$ cat config.mk
export PLATFORM = sky130hd
export DESIGN_NAME = prot_region_guard
export DESIGN_NICKNAME = d
export VERILOG_FILES = /design/src/rtl/prg_pkg.sv /design/src/rtl/prg_regfile.sv /design/src/rtl/prg_region_match.sv /design/src/rtl/prg_perm_select.sv /design/src/rtl/prot_region_guard.sv
export SDC_FILE = /design/constraint.sdc
export NUM_CORES = 1
export LEC_CHECK = 0
export BUFFER_PORTS_ARGS = -buffer_cell sky130_fd_sc_hd__buf_2
export CAP_MARGIN = 40
export CORE_MARGIN = 2
export CORE_UTILIZATION = 50
export DETAILED_ROUTE_END_ITERATION = 10
export GPL_TIMING_DRIVEN = 0
export PLACE_DENSITY = 0.73
export REMOVE_ABC_BUFFERS = 1
export SLEW_MARGIN = 40
export SYNTH_ARGS = -nofsm -noshare
export SYNTH_HDL_FRONTEND = slang
export SYNTH_SLANG_ARGS = --single-unit
$ cat constraint.sdc
create_clock -name clk -period 3.4 [get_ports clk]
set_input_delay 0.34 -clock clk [delete_from_list [all_inputs] [get_ports clk]]
set_output_delay 0.34 -clock clk [all_outputs]
set_load 0.01 [all_outputs]
$ cat src/rtl/prg_pkg.sv
package prg_pkg;

   typedef enum logic [1:0] {
      CAUSE_NONE    = 2'b00,
      CAUSE_PERM    = 2'b01,
      CAUSE_NOMATCH = 2'b10
   } cause_e;

   localparam int SIZE_W    = 5;
   localparam int PERM_W    = 3;
   localparam int IDX_FIELD = 4;

   // Permission code decoded per requester level and direction.
   function automatic logic perm_allows(input logic [PERM_W-1:0] code,
                                        input logic priv,
                                        input logic wr);
      logic ok;
      case (code)
         3'b001:         ok = priv;
         3'b010:         ok = priv || !wr;
         3'b011:         ok = 1'b1;
         3'b101:         ok = priv && !wr;
         3'b110, 3'b111: ok = !wr;
         default:        ok = 1'b0;
      endcase
      return ok;
   endfunction

endpackage

$ cat src/rtl/prg_regfile.sv
module prg_regfile
   import prg_pkg::*;
#(
   parameter int NUM_REGIONS = 8,
   parameter int ADDR_W      = 32,
   parameter int ALIAS_SLOTS = 4
) (
   input  logic                                   clk,
   input  logic                                   rst_n,
   input  logic                                   cfg_we,
   input  logic [5:0]                             cfg_addr,
   input  logic [3:0]                             cfg_be,
   input  logic [31:0]                            cfg_wdata,
   output logic [NUM_REGIONS-1:0]                 reg_en,
   output logic [NUM_REGIONS-1:0][ADDR_W-1:0]     reg_base,
   output logic [NUM_REGIONS-1:0][SIZE_W-1:0]     reg_size,
   output logic [NUM_REGIONS-1:0][PERM_W-1:0]     reg_perm
);
   localparam int         IDX_W     = (NUM_REGIONS > 1) ? $clog2(NUM_REGIONS) : 1;
   localparam logic [4:0] NREG      = 5'(NUM_REGIONS);
   localparam logic [3:0] LAST_WORD = 4'(2 * ALIAS_SLOTS);

   logic [3:0]           word;
   logic                 aligned;
   logic                 hit_sel;
   logic                 hit_base;
   logic                 hit_size;
   logic [IDX_FIELD-1:0] req_idx;
   logic                 req_ok;
   logic                 retarget;
   logic                 base_we;
   logic [IDX_W-1:0]     sel_q;
   logic [IDX_W-1:0]     tgt;

   assign word     = cfg_addr[5:2];
   assign aligned  = (cfg_addr[1:0] == 2'b00);
   assign hit_sel  = cfg_we && aligned && (word == 4'd0) && (cfg_be == 4'hF);
   assign hit_base = cfg_we && aligned && word[0] && (word < LAST_WORD) && (cfg_be == 4'hF);
   assign hit_size = cfg_we && aligned && !word[0] && (word != 4'd0) && (word <= LAST_WORD);
   assign req_idx  = cfg_wdata[IDX_FIELD-1:0];
   assign req_ok   = ({1'b0, req_idx} < NREG);
   assign retarget = hit_base && cfg_wdata[4] && req_ok;
   assign base_we  = hit_base && (!cfg_wdata[4] || req_ok);
   assign tgt      = retarget ? req_idx[IDX_W-1:0] : sel_q;

   always_ff @(posedge clk) begin
      if (!rst_n) begin
         sel_q <= '0;
      end else if (hit_sel && req_ok) begin
         sel_q <= req_idx[IDX_W-1:0];
      end else if (retarget) begin
         sel_q <= req_idx[IDX_W-1:0];
      end
   end

   for (genvar r = 0; r < NUM_REGIONS; r++) begin : g_region
      logic mine;
      assign mine = (tgt == IDX_W'(r));

      always_ff @(posedge clk) begin
         if (!rst_n) begin
            reg_base[r] <= '0;
            reg_en[r]   <= 1'b0;
            reg_size[r] <= '0;
            reg_perm[r] <= '0;
         end else begin
            if (base_we && mine) begin
               reg_base[r] <= {cfg_wdata[ADDR_W-1:5], 5'b0};
            end
            if (hit_size && mine && cfg_be[0]) begin
               reg_en[r]   <= cfg_wdata[0];
               reg_size[r] <= cfg_wdata[5:1];
            end
            if (hit_size && mine && cfg_be[2]) begin
               reg_perm[r] <= cfg_wdata[18:16];
            end
         end
      end
   end

   AST_RETARGET_LOADS_SEL: assert property (@(posedge clk) disable iff (!rst_n)
      retarget |=> (sel_q == $past(req_idx[IDX_W-1:0])));

   AST_SEL_HOLDS_IDLE: assert property (@(posedge clk) disable iff (!rst_n)
      !cfg_we |=> $stable(sel_q));

   AST_IDLE_KEEPS_REGIONS: assert property (@(posedge clk) disable iff (!rst_n)
      !cfg_we |=> ($stable(reg_en) && $stable(reg_perm)));

endmodule

$ cat src/rtl/prg_region_match.sv
module prg_region_match
   import prg_pkg::*;
#(
   parameter int NUM_REGIONS   = 8,
   parameter int ADDR_W        = 32,
   parameter int MIN_SIZE_CODE = 4
) (
   input  logic [ADDR_W-1:0]                      addr,
   input  logic [NUM_REGIONS-1:0]                 reg_en,
   input  logic [NUM_REGIONS-1:0][ADDR_W-1:0]     reg_base,
   input  logic [NUM_REGIONS-1:0][SIZE_W-1:0]     reg_size,
   output logic [NUM_REGIONS-1:0]                 hit
);
   localparam int MAX_CODE = ADDR_W - 1;

   for (genvar r = 0; r < NUM_REGIONS; r++) begin : g_cmp
      logic [ADDR_W-1:0] keep;
      int                n_eff;

      always_comb begin
         n_eff = int'(reg_size[r]);
         if (n_eff < MIN_SIZE_CODE) n_eff = MIN_SIZE_CODE;
         if (n_eff > MAX_CODE)      n_eff = MAX_CODE;
         for (int i = 0; i < ADDR_W; i++) begin
            keep[i] = (i > n_eff);
         end
      end

      assign hit[r] = reg_en[r] && (((addr ^ reg_base[r]) & keep) == '0);
   end

endmodule

$ cat src/rtl/prg_perm_select.sv
module prg_perm_select
   import prg_pkg::*;
#(
   parameter int NUM_REGIONS = 8,
   parameter bit HIGH_WINS   = 1'b1
) (
   input  logic [NUM_REGIONS-1:0]              hit,
   input  logic [NUM_REGIONS-1:0][PERM_W-1:0]  reg_perm,
   input  logic                                priv,
   input  logic                                wr,
   output logic                                any_hit,
   output logic [PERM_W-1:0]                   win_perm,
   output logic                                allow
);
   if (HIGH_WINS) begin : g_high
      always_comb begin
         any_hit  = 1'b0;
         win_perm = '0;
         for (int r = 0; r < NUM_REGIONS; r++) begin
            if (hit[r]) begin
               any_hit  = 1'b1;
               win_perm = reg_perm[r];
            end
         end
      end
   end else begin : g_low
      always_comb begin
         any_hit  = 1'b0;
         win_perm = '0;
         for (int r = NUM_REGIONS - 1; r >= 0; r--) begin
            if (hit[r]) begin
               any_hit  = 1'b1;
               win_perm = reg_perm[r];
            end
         end
      end
   end

   assign allow = any_hit && perm_allows(win_perm, priv, wr);

endmodule

$ cat src/rtl/prot_region_guard.sv
module prot_region_guard
   import prg_pkg::*;
#(
   parameter int NUM_REGIONS   = 8,
   parameter int ADDR_W        = 32,
   parameter int ALIAS_SLOTS   = 4,
   parameter int MIN_SIZE_CODE = 4
) (
   input  logic              clk,
   input  logic              rst_n,
   input  logic              cfg_we,
   input  logic [5:0]        cfg_addr,
   input  logic [3:0]        cfg_be,
   input  logic [31:0]       cfg_wdata,
   input  logic              acc_valid,
   input  logic [ADDR_W-1:0] acc_addr,
   input  logic              acc_write,
   input  logic              acc_priv,
   output logic              resp_valid,
   output logic              resp_fault,
   output logic              fault_seen,
   output logic [1:0]        fault_cause,
   output logic [ADDR_W-1:0] fault_addr,
   output logic              fault_write
);
   if (NUM_REGIONS < 1 || NUM_REGIONS > 16) begin : g_bad_regions
      $error("NUM_REGIONS must lie in 1..16");
   end
   if (ADDR_W < 6 || ADDR_W > 32) begin : g_bad_addr
      $error("ADDR_W must lie in 6..32");
   end
   if (ALIAS_SLOTS < 1 || ALIAS_SLOTS > 4) begin : g_bad_alias
      $error("ALIAS_SLOTS must lie in 1..4");
   end
   if (MIN_SIZE_CODE < 4 || MIN_SIZE_CODE > ADDR_W - 1) begin : g_bad_min
      $error("MIN_SIZE_CODE out of range");
   end

   logic [NUM_REGIONS-1:0]               reg_en;
   logic [NUM_REGIONS-1:0][ADDR_W-1:0]   reg_base;
   logic [NUM_REGIONS-1:0][SIZE_W-1:0]   reg_size;
   logic [NUM_REGIONS-1:0][PERM_W-1:0]   reg_perm;
   logic [NUM_REGIONS-1:0]               hit;
   logic                                 any_hit;
   logic [PERM_W-1:0]                    win_perm;
   logic                                 allow;

   prg_regfile #(
      .NUM_REGIONS (NUM_REGIONS),
      .ADDR_W      (ADDR_W),
      .ALIAS_SLOTS (ALIAS_SLOTS)
   ) u_regs (
      .clk       (clk),
      .rst_n     (rst_n),
      .cfg_we    (cfg_we),
      .cfg_addr  (cfg_addr),
      .cfg_be    (cfg_be),
      .cfg_wdata (cfg_wdata),
      .reg_en    (reg_en),
      .reg_base  (reg_base),
      .reg_size  (reg_size),
      .reg_perm  (reg_perm)
   );

   prg_region_match #(
      .NUM_REGIONS   (NUM_REGIONS),
      .ADDR_W        (ADDR_W),
      .MIN_SIZE_CODE (MIN_SIZE_CODE)
   ) u_match (
      .addr     (acc_addr),
      .reg_en   (reg_en),
      .reg_base (reg_base),
      .reg_size (reg_size),
      .hit      (hit)
   );

   prg_perm_select #(
      .NUM_REGIONS (NUM_REGIONS),
      .HIGH_WINS   (1'b1)
   ) u_perm (
      .hit      (hit),
      .reg_perm (reg_perm),
      .priv     (acc_priv),
      .wr       (acc_write),
      .any_hit  (any_hit),
      .win_perm (win_perm),
      .allow    (allow)
   );

   always_ff @(posedge clk) begin
      if (!rst_n) begin
         resp_valid  <= 1'b0;
         resp_fault  <= 1'b0;
         fault_seen  <= 1'b0;
         fault_cause <= CAUSE_NONE;
         fault_addr  <= '0;
         fault_write <= 1'b0;
      end else begin
         resp_valid <= acc_valid;
         if (acc_valid) begin
            resp_fault <= !allow;
            if (!allow) begin
               fault_seen  <= 1'b1;
               fault_cause <= any_hit ? CAUSE_PERM : CAUSE_NOMATCH;
               fault_addr  <= acc_addr;
               fault_write <= acc_write;
            end
         end
      end
   end

   AST_RESP_NEXT_CYCLE: assert property (@(posedge clk) disable iff (!rst_n)
      acc_valid |=> resp_valid);

   AST_NO_RESP_WHEN_IDLE: assert property (@(posedge clk) disable iff (!rst_n)
      !acc_valid |=> !resp_valid);

   AST_UNCOVERED_FAULTS: assert property (@(posedge clk) disable iff (!rst_n)
      (acc_valid && !any_hit) |=> (resp_fault && fault_cause == CAUSE_NOMATCH));

   AST_DENY_CODES_FAULT: assert property (@(posedge clk) disable iff (!rst_n)
      (acc_valid && any_hit && (win_perm == 3'b000 || win_perm == 3'b100)) |=> resp_fault);

   AST_FULL_CODE_GRANTS: assert property (@(posedge clk) disable iff (!rst_n)
      (acc_valid && any_hit && win_perm == 3'b011) |=> !resp_fault);

   AST_CAPTURE_ADDR: assert property (@(posedge clk) disable iff (!rst_n)
      (resp_valid && resp_fault) |-> (fault_seen && fault_addr == $past(acc_addr)));

   AST_SEEN_STICKY: assert property (@(posedge clk) disable iff (!rst_n)
      fault_seen |=> fault_seen);

   AST_ALLOW_KEEPS_STATUS: assert property (@(posedge clk) disable iff (!rst_n)
      (acc_valid && allow) |=> ($stable(fault_addr) && $stable(fault_cause)));

endmodule

==> reports/qor.csv, run 1 <==
metric,value,unit
Worst-Skew Late Latency,0.53,ns
Total Wirelength,58340,um
Detailed Place HPWL,37850,um
Post-synth EDFFs,0,
minimum clock period,3.530,ns
diode count,0,
Worst Tran Pin Value,0.7831,ns
"area leader, netlist",dfxtp_1,
failing checks,setup timing,
die width,188.9,um
PwrDens,431.0,mW/mm2
GR met1 Demand/Resource,42.79,%
Port Buffer Count,117,
Layout area overhead,16.69,%
Synth Flop Type,dfxtp_1,
routed length per placed instance,21.66,um
layout cell share with drive strength beyond 1,16.43,%
vias per cell,5.957,
Chip Height,188.9,um
Initial Util,50.85,%
clk slew on worst S/H paths,0.06,ns
Hold Worst Slack,0.05478,ns
R2R setup slack,-0.13,ns
fillers,2932,
via count,16050,
Worst Path Max Fanout,16,
hold crit path type,input port to flip-flop,
"commonest non-fill, non-tap cells in the layout","562 x nand2_1, 287 x dfxtp_1, 280 x a21oi_1",
"leading cell type in the layout, fill and taps excluded",nand2_1,
first-pass GRT wire length,86500,um
Yosys warning count,0,
Max Clock Skew,0.01154,ns
Fmax achieved,283.3,MHz
clock buffer count from CTS,37,
busiest grt layer,met2,
core area,0.03362,mm2
post-route setup slack,-0.1304,ns
routing usage on met3,6.413,%
initial drt markers,1639,
run status,"finished, violations left",
"FFs w/ async S/R, synth",0,%
Final Setup Violations,34,
post-synth top area share,38.53,%
Site Rows,67,
GR Overflow Total,0,
Leak,7.434,nW
unrepaired setup endpoints after global routing,true,
max-cap viol count,0,
final hold violation count,0,
H-Tree Depth,2,
vias in the first global route,14720,
CP Data Arrival Time,3.95,ns
CP startpoint kind,flip-flop,
met2 Track Usage GR,47.18,%
Critical Path End Type,flip-flop,
area of the mapped netlist,0.01710,mm2
cts hold-fix bufs,0,
synthesized area per cell,7.835,um2
CTS tree,done,
overall power,0.008597,W
Total GRT Usage,31.24,%
critical path data required time,3.82,ns
#FFs+latches synth,329,
synth unique cells,86,
critical path class,flip-flop to flip-flop,
Mapped Cells,2182,
Slew HR,47.39,%
DIE AREA,0.03569,mm2
Area contributors post-synth,"dfxtp_1 39%, nand2_1 12%, a21oi_1 8.3%",
Antenna Nets Post-Route,0,
part of the cycle the worst path needs,103.8,%
largest net degree at the start of global routing,107,
post-synthesis sequential area ratio,38.53,%
CTS Buffer Depth,3,
fin nets,2303,
antenna violations before repair,3,
Slew Limit Fails,0,
# IOs,118,
Routability Congestion,0.9342,
CTS Sinks,329,
VDD IR max,0.3175,mV
Root Buffer,clkbuf_16,
DRC,0,
1st-pass router iterations,5,
==> sequential cells by signal, indices dropped and copies added, names as in the netlist <==
name / flops
fault_seen: 1
u_regs.sel_q: 3
u_regs.reg_en: 8
u_regs.reg_perm: 24
fault_cause: 2
resp_fault: 1
u_regs.reg_size: 40
fault_write: 1
resp_valid: 1
fault_addr: 32
u_regs.reg_base: 216
==> critical path, stage by stage, from the launching register on <==
cell and delay, ns:
dfxtp_4 0.45, and3b_2 0.27, o21ai_1 0.19, a32o_1 0.26
nor4bb_1 0.29, nand4_1 0.19, buf_4 0.19, nor3b_4 0.22
a2111oi_4 0.08, a221oi_2 0.33, o211ai_1 0.15, a22o_4 0.31
buf_12 0.15, buf_16 0.15, mux2i_2 0.16
==> metrics by stage <==
step	utilization (%)	setup TNS, ns	instances	setup WS [ns]	area (um2)
2_1_floorplan	-	-415.87	1995	-1.724	16160
3_3_place_gp	51.48	-1291.93	2560	-4.707	17310
3_5_place_dp	52.71	-73.06	2580	-0.6293	17720
4_1_cts	57.81	-0.2990	2675	-0.02836	19430
5_1_grt	59.34	-5.672	2694	-0.1959	19950
6_report	59.34	-3.037	2694	-0.1304	19950
==> repair_timing <==
action                     CTS  global route
buffers inserted            32            18
resized for setup           93            63
cloned                       1             2
setup endpoints to repair   43           121
pin swaps                   16            28
==> cells by family after synthesis <==
family | share of synthesized area, %
adders and majority gates | 0.2415
DFF | 38.53
buffers and inverters | 5.884
muxes | 6.038
xor gates and xnor gates | 11.36
AOI/OAI and AO/OA | 17.28
and+or+nand+nor | 20.67
==> cell type report <==
type                            instances  area, um2  area share [%]
Clock buffer                           57       1104           5.532
Clock inverter                          5      81.33          0.4077
Inverter                               19      78.83          0.3951
Multi-Input combinational cell       1647      10040           50.33
Sequential cell                       329       6709           33.63
Tap cell                              448      560.5           2.810
Timing Repair Buffer                  189       1376           6.899
==> cells in the mapped netlist (5+ instances only) <==
library cell and number:
a21o_1 10, or3_1 9, inv_1 18, o31ai_1 7, and2_1 9, o221ai_1 5
xor2_1 103, mux2i_1 102, buf_2 35, nor4_1 7, a31oi_1 18, and3_1 15
nand3_1 32, o21ai_1 5, buf_4 31, nor3_1 14, nor4b_1 5, o211ai_1 11
clkbuf_1 107, nor2_1 110, nand2_1 566, buf_6 6, a211oi_1 10, nand4_1 20
xnor2_1 110, nor2b_1 6, o21ai_0 54, a221oi_1 5, a22oi_1 13, o22ai_1 8
a21oi_1 283, dfxtp_1 329
==> path summary, 6_finish.rpt <==
kind,start,to,depth (start not counted)
min reg2reg,fault_addr[19],fault_addr[19],2
max reg2reg,u_regs.reg_size[16],fault_addr[4],14
min,acc_addr[1],fault_addr[1],3
max,u_regs.reg_size[16],fault_addr[4],14
==> routing by layer <==
layer  vias to the layer above  wire length, um
li1                       7480                -
met1                      7539            24620
met2                       844            25240
met3                       178             5633
met4                         6             2760
met5                         -               81
==> power breakdown <==
group          total [W]  switching, W  internal, W  leakage [nW]
Clock            0.00397       0.00159      0.00238         0.575
Sequential       0.00388     0.0000157      0.00387          2.69
Combinational   0.000745      0.000502     0.000243          4.17
Total            0.00860       0.00211      0.00649          7.43
No activity file was read; power rests on OpenSTA's default activity.
==> inputs of run 2 (changes only) <==
Settings changed: CELL_PAD_IN_SITES_DETAIL_PLACEMENT set to 1, CELL_PAD_IN_SITES_GLOBAL_PLACEMENT set to 1, CORE_UTILIZATION 50 to 41, CTS_CLUSTER_DIAMETER set to 50, PLACE_DENSITY 0.73 to 0.78.
==> run 2 against run 1 <==
  * The flow still finishes with violations (setup timing)
  * Via count grew 3.9%
  * Utilization shrank 9.6 points
  * Total power grew 6.9%
  * Clock skew grew 0.0038 ns
  * Cell area grew 2.3%
==> reports/qor.csv, run 2 (synthesis gave the netlist of run 1 again) <==
metric,value,unit
run status,"finished, violations left",
failing checks,setup timing,
multi-input logic area,0.01005,mm2
CP max stage delay,0.54,ns
fillers,4867,
Post-DP Area,0.01783,mm2
Final Setup Violations,13,
part of the power in the clock network,49.6,%
Detailed Place HPWL,44010,um
Antenna Nets Post-Route,0,
Initial Util,41.68,%
CP max stage cell,or4_4,
worst-path cell chain,"xnor2_2, nand2_1, or4_4, a221oi_4, and3_4, buf_6, a2111oi_4, a221oi_2, o211ai_1, a22o_4, buf_12, mux2i_1",
die width,208.2,um
vias in the first global route,16790,
H-Tree Depth,2,
Biggest register,u_regs.reg_base,
Seq pwr share,42.1,%
GR Overflow Total,0,
Layout area overhead,19.37,%
Worst Path Max Fanout,13,
largest net degree at the start of global routing,95,
antenna violations before repair,2,
Critical Path End Type,flip-flop,
Pint,0.006765,W
Leak,7.604,nW
Slew Limit Fails,0,
Max Clock Skew,0.01532,ns
CP Data Arrival Time,3.93,ns
FF-to-FF Start,u_regs.reg_base[147],
1st-pass router iterations,5,
# IOs,118,
vias per cell,5.923,
clk slew on worst S/H paths,0.06,ns
register area,0.006731,mm2
Site Rows,74,
final hold violation count,0,
Logic pwr share,8.2,%
DRC,0,
core area,0.04102,mm2
DP Cell Count,2667,
max-cap viol count,0,
Hold EP,fault_addr[2],
Chip Height,208.2,um
critical path class,flip-flop to flip-flop,
post-route setup slack,-0.03574,ns
worst hold stages,3,
R2R Path End,fault_addr[22],
Util after Layout,49.75,%
Worst-Skew Late Latency,0.58,ns
Total GRT Usage,30.14,%
top flop regs,"u_regs.reg_base: 216 flops, u_regs.reg_size: 40 flops, fault_addr: 32 flops",
via count,16670,
r2r worst-path depth,12,
Routability Congestion,0.9243,
max reg flops,216,
switching share of power,26.42,%
Fmax achieved,291.1,MHz
unrepaired setup endpoints after global routing,true,
layout cell share with drive strength beyond 1,18.62,%
fin nets,2331,
Slew HR,47.22,%
CTS Sinks,329,
final std cells w/o fill,2814,
final instance area,0.02041,mm2
initial drt markers,1593,
R2R setup slack,-0.04,ns
critical path data required time,3.89,ns
CP startpoint kind,flip-flop,
Total Wirelength,68670,um
diode count,0,
CTS Buffer Depth,3,
minimum clock period,3.436,ns
Root Buffer,clkbuf_16,
routed length per placed instance,24.40,um
PwrDens,450.5,mW/mm2
"commonest non-fill, non-tap cells in the layout","562 x nand2_1, 287 x dfxtp_1, 275 x a21oi_1",
first-pass GRT wire length,100700,um
DIE AREA,0.04335,mm2
part of the cycle the worst path needs,101.1,%
VDD IR max,0.2753,mV
"leading cell type in the layout, fill and taps excluded",nand2_1,
Port Buffer Count,117,
Psw,0.002429,W
hold path start,acc_addr[2],
hold crit path type,input port to flip-flop,
Worst Tran Pin Value,0.7887,ns
CTS tree,done,
clock buffer count from CTS,43,
==> run 2: how the worst max path moves through the flow <==
| stage | from | endpoint | slack, ns | depth (start not counted) |
|---|---|---|---|---|
| 6_report | u_regs.reg_base[147] | fault_addr[22] | -0.04 | 12 |
| 5_1_grt | u_regs.reg_base[15] | fault_cause[0] | -0.19 | 13 |
| 4_1_cts | u_regs.reg_size[20] | fault_addr[22] | 0.005 | 12 |
| 3_5_place_dp | u_regs.reg_size[28] | fault_addr[5] | -0.93 | 12 |
| 3_3_place_gp | rst_n | fault_cause[1] | -5.08 | 3 |
| 2_1_floorplan | rst_n | fault_cause[1] | -1.72 | 2 |
==> run 2: metal layers <==
metal	GRT usage [%]	up-vias	routed length (um)
li1	-	7516	-
met1	39.32	8245	29250
met2	48.81	705	30970
met3	5.374	198	4881
met4	13.32	4	3539
met5	0	-	27
==> run 2: repair_timing <==
item / 4_1_cts / 5_1_grt
hold buffers: 1 / 0
gates cloned: 1 / 0
endpoints found under the hold margin: 1 / 0
pin swaps: 15 / 20
buffers inserted: 29 / 40
resized for setup: 104 / 79
endpoints found under the setup margin: 49 / 164
==> run 2: cell type report <==
type / count / share of cell area, %
flip-flops and latches: 329 / 32.99
clock inverters: 23 / 1.122
clock buffers: 53 / 5.708
multi-input cells: 1647 / 49.23
well taps: 532 / 3.262
inverters: 19 / 0.4047
repair buffers: 211 / 7.284
==> run 2: worst max-delay path, delay by kind of cell (launching register included) <==
family | cells | cell delay (ns)
AOI/OAI and AO/OA | 5 | 1.24
and+or+nand+nor | 3 | 0.97
DFF | 1 | 0.34
buffers and inverters | 2 | 0.30
xor gates and xnor gates | 1 | 0.26
muxes | 1 | 0.19
==> run 2: power by group through the flow <==
stage,Clock (W),Sequential (W),Combinational [W]
after global routing,0.00477,0.00388,0.000791
after detailed placement,0,0.00399,0.000702
after CTS,0.00461,0.00388,0.000724
after floorplan,0,0.00400,0.000275
final,0.00456,0.00387,0.000755
after global placement,0,0.00399,0.000678
==> run 2: per-stage QoR <==
step | worst slack (ns) | hold slack, ns | power, W | setup TNS, ns
2_1_floorplan | -1.724 | 0.4319 | 0.004279 | -415.87
3_3_place_gp | -5.082 | 0.4387 | 0.004666 | -1397.05
3_5_place_dp | -0.9286 | 0.4463 | 0.004691 | -102.44
4_1_cts | 0.004674 | 0.005324 | 0.009215 | 0
5_1_grt | -0.1894 | 0.03552 | 0.009437 | -5.043
6_report | -0.03574 | 0.01756 | 0.009193 | -0.1838
